File: src/rtl/can_irq_pkg.sv
package can_irq_pkg;
  localparam int REG_ADDR_W = 2;

  typedef enum logic [REG_ADDR_W-1:0] {
    REG_MASK = 2'd0,
    REG_FLAG = 2'd1,
    REG_STAT = 2'd2,
    REG_CTRL = 2'd3
  } reg_sel_e;

  localparam int STAT_WAKE_BIT  = 0;
  localparam int STAT_ERR_BIT   = 1;
  localparam int ERR_FIELD_LO   = 10;
  localparam int CTRL_EMASK_BIT = 0;
  localparam int CTRL_WMASK_BIT = 1;
endpackage

File: src/rtl/cirq_buf_bank.sv
module cirq_buf_bank #(
  parameter int NUM_BUF = 32
) (
  input  logic               clk,
  input  logic               rst,
  input  logic               mask_we,
  input  logic               flag_we,
  input  logic [NUM_BUF-1:0] wdata,
  input  logic [NUM_BUF-1:0] buf_set,
  output logic [NUM_BUF-1:0] mask_q,
  output logic [NUM_BUF-1:0] flag_q,
  output logic               irq
);
  logic [NUM_BUF-1:0] mask_d;
  logic [NUM_BUF-1:0] flag_d;

  assign mask_d = mask_we ? wdata : mask_q;

  // per-buffer flag: hardware set dominates a software clear
  for (genvar k = 0; k < NUM_BUF; k++) begin : g_flag
    assign flag_d[k] = buf_set[k] | (flag_q[k] & ~(flag_we & wdata[k]));

    AST_FLAG_SET: assert property (@(posedge clk) disable iff (rst)
      buf_set[k] |=> flag_q[k]);
  end

  always_ff @(posedge clk) begin
    if (rst) begin
      mask_q <= '0;
      flag_q <= '0;
      irq    <= 1'b0;
    end else begin
      mask_q <= mask_d;
      flag_q <= flag_d;
      irq    <= |(mask_d & flag_d);
    end
  end

  AST_NO_IRQ_UNMASKED: assert property (@(posedge clk) disable iff (rst)
    (mask_q == '0) |-> !irq);
endmodule

File: src/rtl/cirq_event_flags.sv
module cirq_event_flags #(
  parameter int ERR_W       = 6,
  parameter int SYNC_STAGES = 2
) (
  input  logic             clk,
  input  logic             rst,
  input  logic             ctrl_we,
  input  logic             clr_err,
  input  logic             clr_wake,
  input  logic             emask_wd,
  input  logic             wmask_wd,
  input  logic [ERR_W-1:0] err_bits,
  input  logic             stop_mode,
  input  logic             rx_line,
  output logic             err_flag,
  output logic             wake_flag,
  output logic             err_mask,
  output logic             wake_mask,
  output logic             err_irq,
  output logic             wake_irq
);
  logic [SYNC_STAGES-1:0] sync_q;
  logic                   prev_q;
  logic                   rx_cur;
  logic                   wake_edge;
  logic                   err_d, wake_d, emask_d, wmask_d;

  assign rx_cur    = sync_q[SYNC_STAGES-1];
  assign wake_edge = prev_q & ~rx_cur & stop_mode;

  assign err_d   = (|err_bits) | (err_flag & ~clr_err);
  assign wake_d  = wake_edge | (wake_flag & ~clr_wake);
  assign emask_d = ctrl_we ? emask_wd : err_mask;
  assign wmask_d = ctrl_we ? wmask_wd : wake_mask;

  // receive line synchronizer, idles recessive
  for (genvar s = 0; s < SYNC_STAGES; s++) begin : g_sync
    always_ff @(posedge clk) begin
      if (rst) sync_q[s] <= 1'b1;
      else if (s == 0) sync_q[s] <= rx_line;
      else sync_q[s] <= sync_q[(s == 0) ? 0 : s-1];
    end
  end

  always_ff @(posedge clk) begin
    if (rst) begin
      prev_q    <= 1'b1;
      err_flag  <= 1'b0;
      wake_flag <= 1'b0;
      err_mask  <= 1'b0;
      wake_mask <= 1'b0;
      err_irq   <= 1'b0;
      wake_irq  <= 1'b0;
    end else begin
      prev_q    <= rx_cur;
      err_flag  <= err_d;
      wake_flag <= wake_d;
      err_mask  <= emask_d;
      wake_mask <= wmask_d;
      err_irq   <= err_d & emask_d;
      wake_irq  <= wake_d & wmask_d;
    end
  end

  AST_ERR_SETS: assert property (@(posedge clk) disable iff (rst)
    (|err_bits) |=> err_flag);
  AST_ERR_IRQ_GATED: assert property (@(posedge clk) disable iff (rst)
    err_irq |-> (err_flag && err_mask));
  AST_WAKE_IN_STOP: assert property (@(posedge clk) disable iff (rst)
    $rose(wake_flag) |-> $past(stop_mode));
  AST_WAKE_IRQ_GATED: assert property (@(posedge clk) disable iff (rst)
    wake_irq |-> (wake_flag && wake_mask));
endmodule

File: src/rtl/can_irq_flags.sv
module can_irq_flags
  import can_irq_pkg::*;
#(
  parameter int NUM_BUF     = 32,
  parameter int DATA_W      = 32,
  parameter int ERR_W       = 6,
  parameter int SYNC_STAGES = 2
) (
  input  logic                  clk,
  input  logic                  rst,
  input  logic                  wr_en,
  input  logic [REG_ADDR_W-1:0] addr,
  input  logic [DATA_W-1:0]     wr_data,
  output logic [DATA_W-1:0]     rd_data,
  input  logic [NUM_BUF-1:0]    buf_set,
  input  logic [ERR_W-1:0]      err_bits,
  input  logic                  stop_mode,
  input  logic                  rx_line,
  output logic                  buf_irq,
  output logic                  err_irq,
  output logic                  wake_irq
);
  localparam int FIELD_HI = ERR_FIELD_LO + ERR_W;

  logic [NUM_BUF-1:0] mask_q, flag_q;
  logic               err_flag, wake_flag, err_mask, wake_mask;
  logic               mask_we, flag_we, stat_we, ctrl_we;
  logic [DATA_W-1:0]  stat_word, ctrl_word, rd_mux;

  assign mask_we = wr_en && (addr == REG_MASK);
  assign flag_we = wr_en && (addr == REG_FLAG);
  assign stat_we = wr_en && (addr == REG_STAT);
  assign ctrl_we = wr_en && (addr == REG_CTRL);

  cirq_buf_bank #(.NUM_BUF(NUM_BUF)) u_bank (
    .clk     (clk),
    .rst     (rst),
    .mask_we (mask_we),
    .flag_we (flag_we),
    .wdata   (wr_data[NUM_BUF-1:0]),
    .buf_set (buf_set),
    .mask_q  (mask_q),
    .flag_q  (flag_q),
    .irq     (buf_irq)
  );

  cirq_event_flags #(.ERR_W(ERR_W), .SYNC_STAGES(SYNC_STAGES)) u_evt (
    .clk       (clk),
    .rst       (rst),
    .ctrl_we   (ctrl_we),
    .clr_err   (stat_we && wr_data[STAT_ERR_BIT]),
    .clr_wake  (stat_we && wr_data[STAT_WAKE_BIT]),
    .emask_wd  (wr_data[CTRL_EMASK_BIT]),
    .wmask_wd  (wr_data[CTRL_WMASK_BIT]),
    .err_bits  (err_bits),
    .stop_mode (stop_mode),
    .rx_line   (rx_line),
    .err_flag  (err_flag),
    .wake_flag (wake_flag),
    .err_mask  (err_mask),
    .wake_mask (wake_mask),
    .err_irq   (err_irq),
    .wake_irq  (wake_irq)
  );

  always_comb begin
    stat_word = '0;
    stat_word[FIELD_HI-1:ERR_FIELD_LO] = err_bits;
    stat_word[STAT_ERR_BIT]  = err_flag;
    stat_word[STAT_WAKE_BIT] = wake_flag;
    ctrl_word = '0;
    ctrl_word[CTRL_EMASK_BIT] = err_mask;
    ctrl_word[CTRL_WMASK_BIT] = wake_mask;
    rd_mux = '0;
    case (addr)
      REG_MASK: rd_mux[NUM_BUF-1:0] = mask_q;
      REG_FLAG: rd_mux[NUM_BUF-1:0] = flag_q;
      REG_STAT: rd_mux = stat_word;
      default:  rd_mux = ctrl_word;
    endcase
  end

  always_ff @(posedge clk) begin
    if (rst) rd_data <= '0;
    else     rd_data <= rd_mux;
  end

  AST_READ_KEEPS_FLAGS: assert property (@(posedge clk) disable iff (rst)
    (!wr_en && buf_set == '0) |=> $stable(flag_q));
endmodule

File: config.mk
export PLATFORM = sky130hd
export DESIGN_NAME = can_irq_flags
export DESIGN_NICKNAME = d
export VERILOG_FILES = /design/src/rtl/can_irq_pkg.sv /design/src/rtl/cirq_buf_bank.sv /design/src/rtl/cirq_event_flags.sv /design/src/rtl/can_irq_flags.sv
export SDC_FILE = /design/constraint.sdc
export NUM_CORES = 1
export LEC_CHECK = 0
export ABC_AREA = 1
export BUFFER_PORTS_ARGS = -buffer_cell sky130_fd_sc_hd__buf_2
export CAP_MARGIN = 20
export CORE_MARGIN = 2
export CORE_UTILIZATION = 48
export CTS_CLUSTER_SIZE = 30
export DETAILED_ROUTE_END_ITERATION = 10
export PLACE_DENSITY_LB_ADDON = 0.12
export SLEW_MARGIN = 20
export SYNTH_ARGS = -nofsm -noshare
export SYNTH_HDL_FRONTEND = slang
export SYNTH_SLANG_ARGS = --single-unit
File: constraint.sdc
create_clock -name clk -period 1.6 [get_ports clk]
set_clock_uncertainty 0.2 [all_clocks]
set_input_delay 0.4 -clock clk [delete_from_list [all_inputs] [get_ports clk]]
set_output_delay 0.4 -clock clk [all_outputs]
set_load 0.01 [all_outputs]
-- Word level (Yosys, flattened, before mapping)
Cells that the tools add are included.
- flip-flop bits (word level): 106
- input bits: 77
- output and inout port bits: 35
- equal/unequal tests: 3
- multiplexer cells: 4
- bitwise operators: 140
- reductions and logical operators: 9
- operator list (operator ; number):
    one-hot mux 32 bit (3 select lines) ; 1
    bitwise AND 1 bit ; 70
    NOT 1 bit ; 35
    bitwise OR 1 bit ; 34
    bitwise AND 32 bit ; 1
    two-way mux 32 bit ; 1
    OR reduction 32 bit ; 1
    logical AND 1 bit ; 6
    OR reduction 6 bit ; 1
    equality test 2 bit, second input constant ; 2
    equality test 2 x 1 -> 1 bit, second input constant ; 1
    zero test 2 bit ; 1
    two-way mux 1 bit ; 2

-- Logic depth before layout (Yosys ltp)
- word-level depth: 8
- gate-level depth with buffers: 12
- gate-level depth less buffers: 12

-- Hierarchy
A second synthesis with hierarchy kept.
- cell total of the unflattened synthesis: 654
- area, all modules: 4416.7 um2
- by module, submodules not included (module ; times used ; cells each ; area an instance (um2) ; sequential area each (um2)):
    cirq_buf_bank ; 1 ; 433 ; 2821.5 ; 1301.2
    can_irq_flags ; 1 ; 179 ; 1282.5 ; 640.6
    cirq_event_flags ; 1 ; 42 ; 312.8 ; 180.2

-- Worst setup path after synthesis
Ideal clock, no wire load.
- path kind: input -> register
- start: in addr[1]
- end: reg u_bank.irq
- data arrival time: 1.341 ns
- data required time: 1.268 ns
- path slack: -0.073 ns
- stages: 10
- buffers on the path: 1
- cells stage by stage: nor2_4 -> nand2_2 -> buf_4 -> o21a_1 -> nand2_1 -> nand2_1 -> nor2_1 -> nand2_1 -> nor2_1 -> a21oi_1
- word-level cells in the longest chain between the ends: 8
- ends and longest elaborated chain (item ; RTL line ; text):
    start, declared ; can_irq_flags.sv:12 ; input logic [REG_ADDR_W-1:0] addr,
    equality test 2 x 1 -> 1 bit ; can_irq_flags.sv:31 ; assign flag_we = wr_en && (addr == REG_FLAG);
    logical AND 1 bit ; can_irq_flags.sv:31 ;
    bitwise AND 1 bit ; cirq_buf_bank.sv:21 ; assign flag_d[k] = buf_set[k] | (flag_q[k] & ~(flag_we & wdata[k]));
    NOT 1 bit ; cirq_buf_bank.sv:21 ;
    bitwise AND 1 bit ; cirq_buf_bank.sv:21 ;
    bitwise OR 1 bit ; cirq_buf_bank.sv:21 ;
    bitwise AND 32 bit (*) ; cirq_buf_bank.sv:35 ; irq <= |(mask_d & flag_d);
    OR reduction 32 bit (*) ; cirq_buf_bank.sv:35 ;
    end signal, assigned ; cirq_buf_bank.sv:35 ;
    end, declared ; cirq_buf_bank.sv:12 ; output logic irq
Mark *: on every way between the ends. The rest lies on a longest branch, timed or not.
A chain may end at the register's enable or synchronous reset.

-- Worst setup path after layout
Same ends and word-level chain as after synthesis.

==> metrics.log <==
[metrics] Placement Cell Area: 5590 sq um
[metrics] clock input transition at the sequential cells of the worst setup and hold paths: 0.11 ns
[metrics] total of max-cap violations: 0
[metrics] number of flip-flops and latches in the synthesized netlist: 106
[metrics] Power Total: 5260 uW
[metrics] Hold Path Class: in -> reg
[metrics] Setup crit start kind: input pin
[metrics] Final Cell Area: 5880 sq um
[metrics] Fin Setup TNS: 0 ns
[metrics] synth unique cells: 26
[metrics] number of rows in the core area: 35
[metrics] gate count after technology mapping: 649
[metrics] count of final max-slew check failures: 0
[metrics] P_sw: 1520 uW
[metrics] final standard cell utilization of the core: 64.3%
[metrics] Initial Util: 49.0%
[metrics] Register Area: 2120 sq um
[metrics] final-layout fill cell count: 839
[metrics] largest net degree at the start of global routing: 64
[metrics] GR Util All Layers: 23.9%
[metrics] Ports: 112
[metrics] internal power: 3740 uW
[metrics] net count after synthesis: 726
[metrics] final critical-path setup slack: 0.0546 ns
[metrics] data required time at the worst endpoint: 1.67 ns
[metrics] clock tree from TritonCTS: done
[metrics] # port buffers: 111
[metrics] last weighted congestion value of the routability-driven placer: 0.846
[metrics] number of global-route vias before repair: 4380
[metrics] TritonCTS Buffers: 9
[metrics] run status: completed
[metrics] antenna violations before repair: 0
[metrics] parity-gate share of the synthesized area counting xor and xnor cells: 0%
[metrics] area occupied by multi-input gates: 2050 sq um
[metrics] maximum buffer depth of the clock tree: 2
[metrics] total of hold buffers inserted after clock tree synthesis: 0
[metrics] headroom to the max-slew limit: 77.8%
[metrics] final count of negative-setup-slack endpoints: 0
[metrics] Crit Path Category: in -> reg
[metrics] count of warnings emitted by yosys: 0
[metrics] horizontal die dimension: 101 um
[metrics] routed vias: 4677
[metrics] power per standard cell area: 893 nW/um^2
[metrics] area of the core: 9150 sq um
[metrics] CTS HTree Levels: 3
[metrics] most frequent standard cell in the layout excluding fill and tap cells: sky130_fd_sc_hd__nand2_1
[metrics] Achievable Freq: 647 MHz
[metrics] largest family of logic cells by synthesized area: simple AND/OR/NAND/NOR gates
[metrics] fraction of power consumed by the clock network: 30.1%
[metrics] source-to-sink clock delay at the later pin of the worst-skew pair: 0.37 ns
[metrics] chip height: 101 um
[metrics] net switching share of the total power: 28.9%
[metrics] final global-route overflow total: 0
[metrics] total leakage power: 0.00302 uW
[metrics] complex-gate fraction of the synthesized area: 11.1%
[metrics] vias per cell: 5.09
[metrics] count of routing violations after the opening detailed-route iteration: 202
[metrics] area of the die: 10100 sq um
[metrics] maximum vdd drop: 0.542 mV
[metrics] final HPWL from detailed placement: 8440 um
[metrics] Syn Area/Cell: 6.92 sq um
[metrics] highest-count cells in the layout ignoring fill and taps: sky130_fd_sc_hd__nand2_1, sky130_fd_sc_hd__buf_2, sky130_fd_sc_hd__dfxtp_1
[metrics] total length of routed wires: 12100 um
[metrics] arithmetic-cell share of the synthesized area counting full adders, half adders and majority gates: 0%
[metrics] area share of and/or/nand/nor cells after synthesis: 33.8%
[metrics] number of nets in the layout: 880
[metrics] worst-margin pin slew: 0.333 ns
[metrics] root buffer cell: sky130_fd_sc_hd__clkbuf_8
[metrics] mux cell area share after synthesis: 0%
[metrics] final routed wire length divided by cell count: 13.2 um
[metrics] register share of total power: 53.6%
[metrics] endpoint type of the worst setup path: register
[metrics] combined area of all synthesized cells: 4490 sq um
[metrics] share of synthesized area occupied by flip-flops and latches: 47.3%
[metrics] Period minus WS final: 1.55 ns
[metrics] WP data arrival: 1.61 ns
[metrics] logic gate share of total power: 16.3%
[metrics] number of diodes added for antenna fixing: 0
[metrics] count of nets left with antenna violations after detail routing: 0
[metrics] share of final-layout standard cells stronger than drive strength 1: 26.2%
[metrics] maximum net fanout on the critical path: 17
[metrics] RSZ-0062 raised after global routing: true
[metrics] area growth from synthesis to layout: 31.1%
[metrics] wire length of the first global-routing pass: 19400 um
[metrics] drt first pass iters: 5
[metrics] worst setup timing slack at the placement stage: -0.412 ns
[metrics] remaining routing DRC violations: 0
[metrics] Hold Fails Final Rpt: 0
[metrics] share of the clock period used by the worst path: 96.6%
[metrics] number of sinks handled by clock tree synthesis: 106
==> synthesized netlist by cell type <==
cell	instances	area (sq um)
sky130_fd_sc_hd__buf_6	1	11.3
sky130_fd_sc_hd__buf_4	2	15.0
sky130_fd_sc_hd__nor3_1	1	5.00
sky130_fd_sc_hd__o21ai_0	3	15.0
sky130_fd_sc_hd__buf_2	13	65.1
sky130_fd_sc_hd__nand2_1	262	983
sky130_fd_sc_hd__nand3_2	1	10.0
sky130_fd_sc_hd__inv_2	1	3.75
sky130_fd_sc_hd__a21oi_1	87	435
sky130_fd_sc_hd__nor2_1	22	82.6
sky130_fd_sc_hd__o21a_1	1	7.51
sky130_fd_sc_hd__or2_2	3	18.8
sky130_fd_sc_hd__nand2_2	1	6.26
sky130_fd_sc_hd__buf_1	5	18.8
sky130_fd_sc_hd__nor4_1	1	6.26
sky130_fd_sc_hd__nand3_1	51	255
sky130_fd_sc_hd__a2111oi_2	1	15.0
sky130_fd_sc_hd__nor2_8	1	20.0
sky130_fd_sc_hd__nor2_4	2	22.5
sky130_fd_sc_hd__dfxtp_1	106	2120
sky130_fd_sc_hd__clkbuf_1	13	48.8
sky130_fd_sc_hd__o211ai_1	2	15.0
sky130_fd_sc_hd__a32oi_1	1	8.76
sky130_fd_sc_hd__inv_1	50	188
sky130_fd_sc_hd__nand4_1	17	106
sky130_fd_sc_hd__clkinv_1	1	3.75
==> path summary, 6_finish.rpt <==
check	cells past startpoint	slack (ns)	end	start
worst min-delay path	2	0.009	u_evt.sync_q[0]	rx_line
worst min register to register	1	0.22	u_evt.rx_cur	u_evt.sync_q[0]
worst max-delay path	11	0.05	u_bank.irq	addr[1]
worst max register to register	9	0.34	u_bank.irq	u_bank.mask_q[26]
==> metal layers <==
metal  part of all wire [%]  up-vias  track usage (%)
met2                     48      142             39.5
met4                    1.8        0             8.96
met1                     45     2138             31.3
li1                       -     2379                -
met5                      0        -                0
met3                    5.1       18             3.81
==> registers in the layout, indices dropped and copies added (netlist names) <==
signal and cells:
u_bank.flag_q 32, u_evt.wake_mask 1, u_bank.irq 1, u_evt.prev_q 1, u_evt.err_irq 1, u_evt.rx_cur 1, u_bank.mask_q 32, u_evt.err_mask 1
u_evt.wake_irq 1, u_evt.err_flag 1, rd_data 32, u_evt.sync_q 1, u_evt.wake_flag 1
==> stage by stage <==
step	cells	hold WS, ns
after floorplan	649	0.189
after global placement	900	0.192
after detailed placement	900	0.203
after CTS	916	0.00329
final	919	0.00932
after global routing	919	0.00189
==> what timing repair did <==
action,4_1_cts,5_1_grt
buffers inserted,0,1
setup endpoints to repair,0,1
gates resized for setup,0,20
==> kinds of logic after synthesis <==
| logic type | Yosys count |
|---|---|
| AND/OR/NAND/NOR | 362 |
| buffers and inverters | 86 |
| AO/OA/AOI/OAI | 95 |
| flip-flops | 106 |
==> power groups by stage <==
| stage | combinational [uW] | sequential (uW) | clock (uW) |
|---|---|---|---|
| 5_1_grt | 954 | 2830 | 1710 |
| 6_report | 856 | 2820 | 1580 |
| 3_3_place_gp | 797 | 2870 | 0 |
| 4_1_cts | 814 | 2820 | 1610 |
| 2_1_floorplan | 412 | 2880 | 0 |
| 3_5_place_dp | 809 | 2880 | 0 |
==> layout make-up <==
cell class                      instances  share of cell area, %
Sequential cell                       106                   36.1
Timing Repair Buffer                  177                   20.4
Clock inverter                          7                  0.978
Tap cell                              111                   2.36
Inverter                               52                   3.32
Multi-Input combinational cell        457                   34.8
Clock buffer                            9                   2.11
==> critical path, cell delays in order <==
cell	delay (ns)
sky130_fd_sc_hd__clkbuf_4	0.16
sky130_fd_sc_hd__nor2_4	0.17
sky130_fd_sc_hd__nand2_4	0.09
sky130_fd_sc_hd__buf_12	0.16
sky130_fd_sc_hd__o21a_1	0.18
sky130_fd_sc_hd__nand2_1	0.07
sky130_fd_sc_hd__nand2_1	0.05
sky130_fd_sc_hd__nor2_1	0.10
sky130_fd_sc_hd__nand2_1	0.06
sky130_fd_sc_hd__nor2_1	0.10
sky130_fd_sc_hd__a21oi_1	0.07
Power figures use the tool's default switching activity.
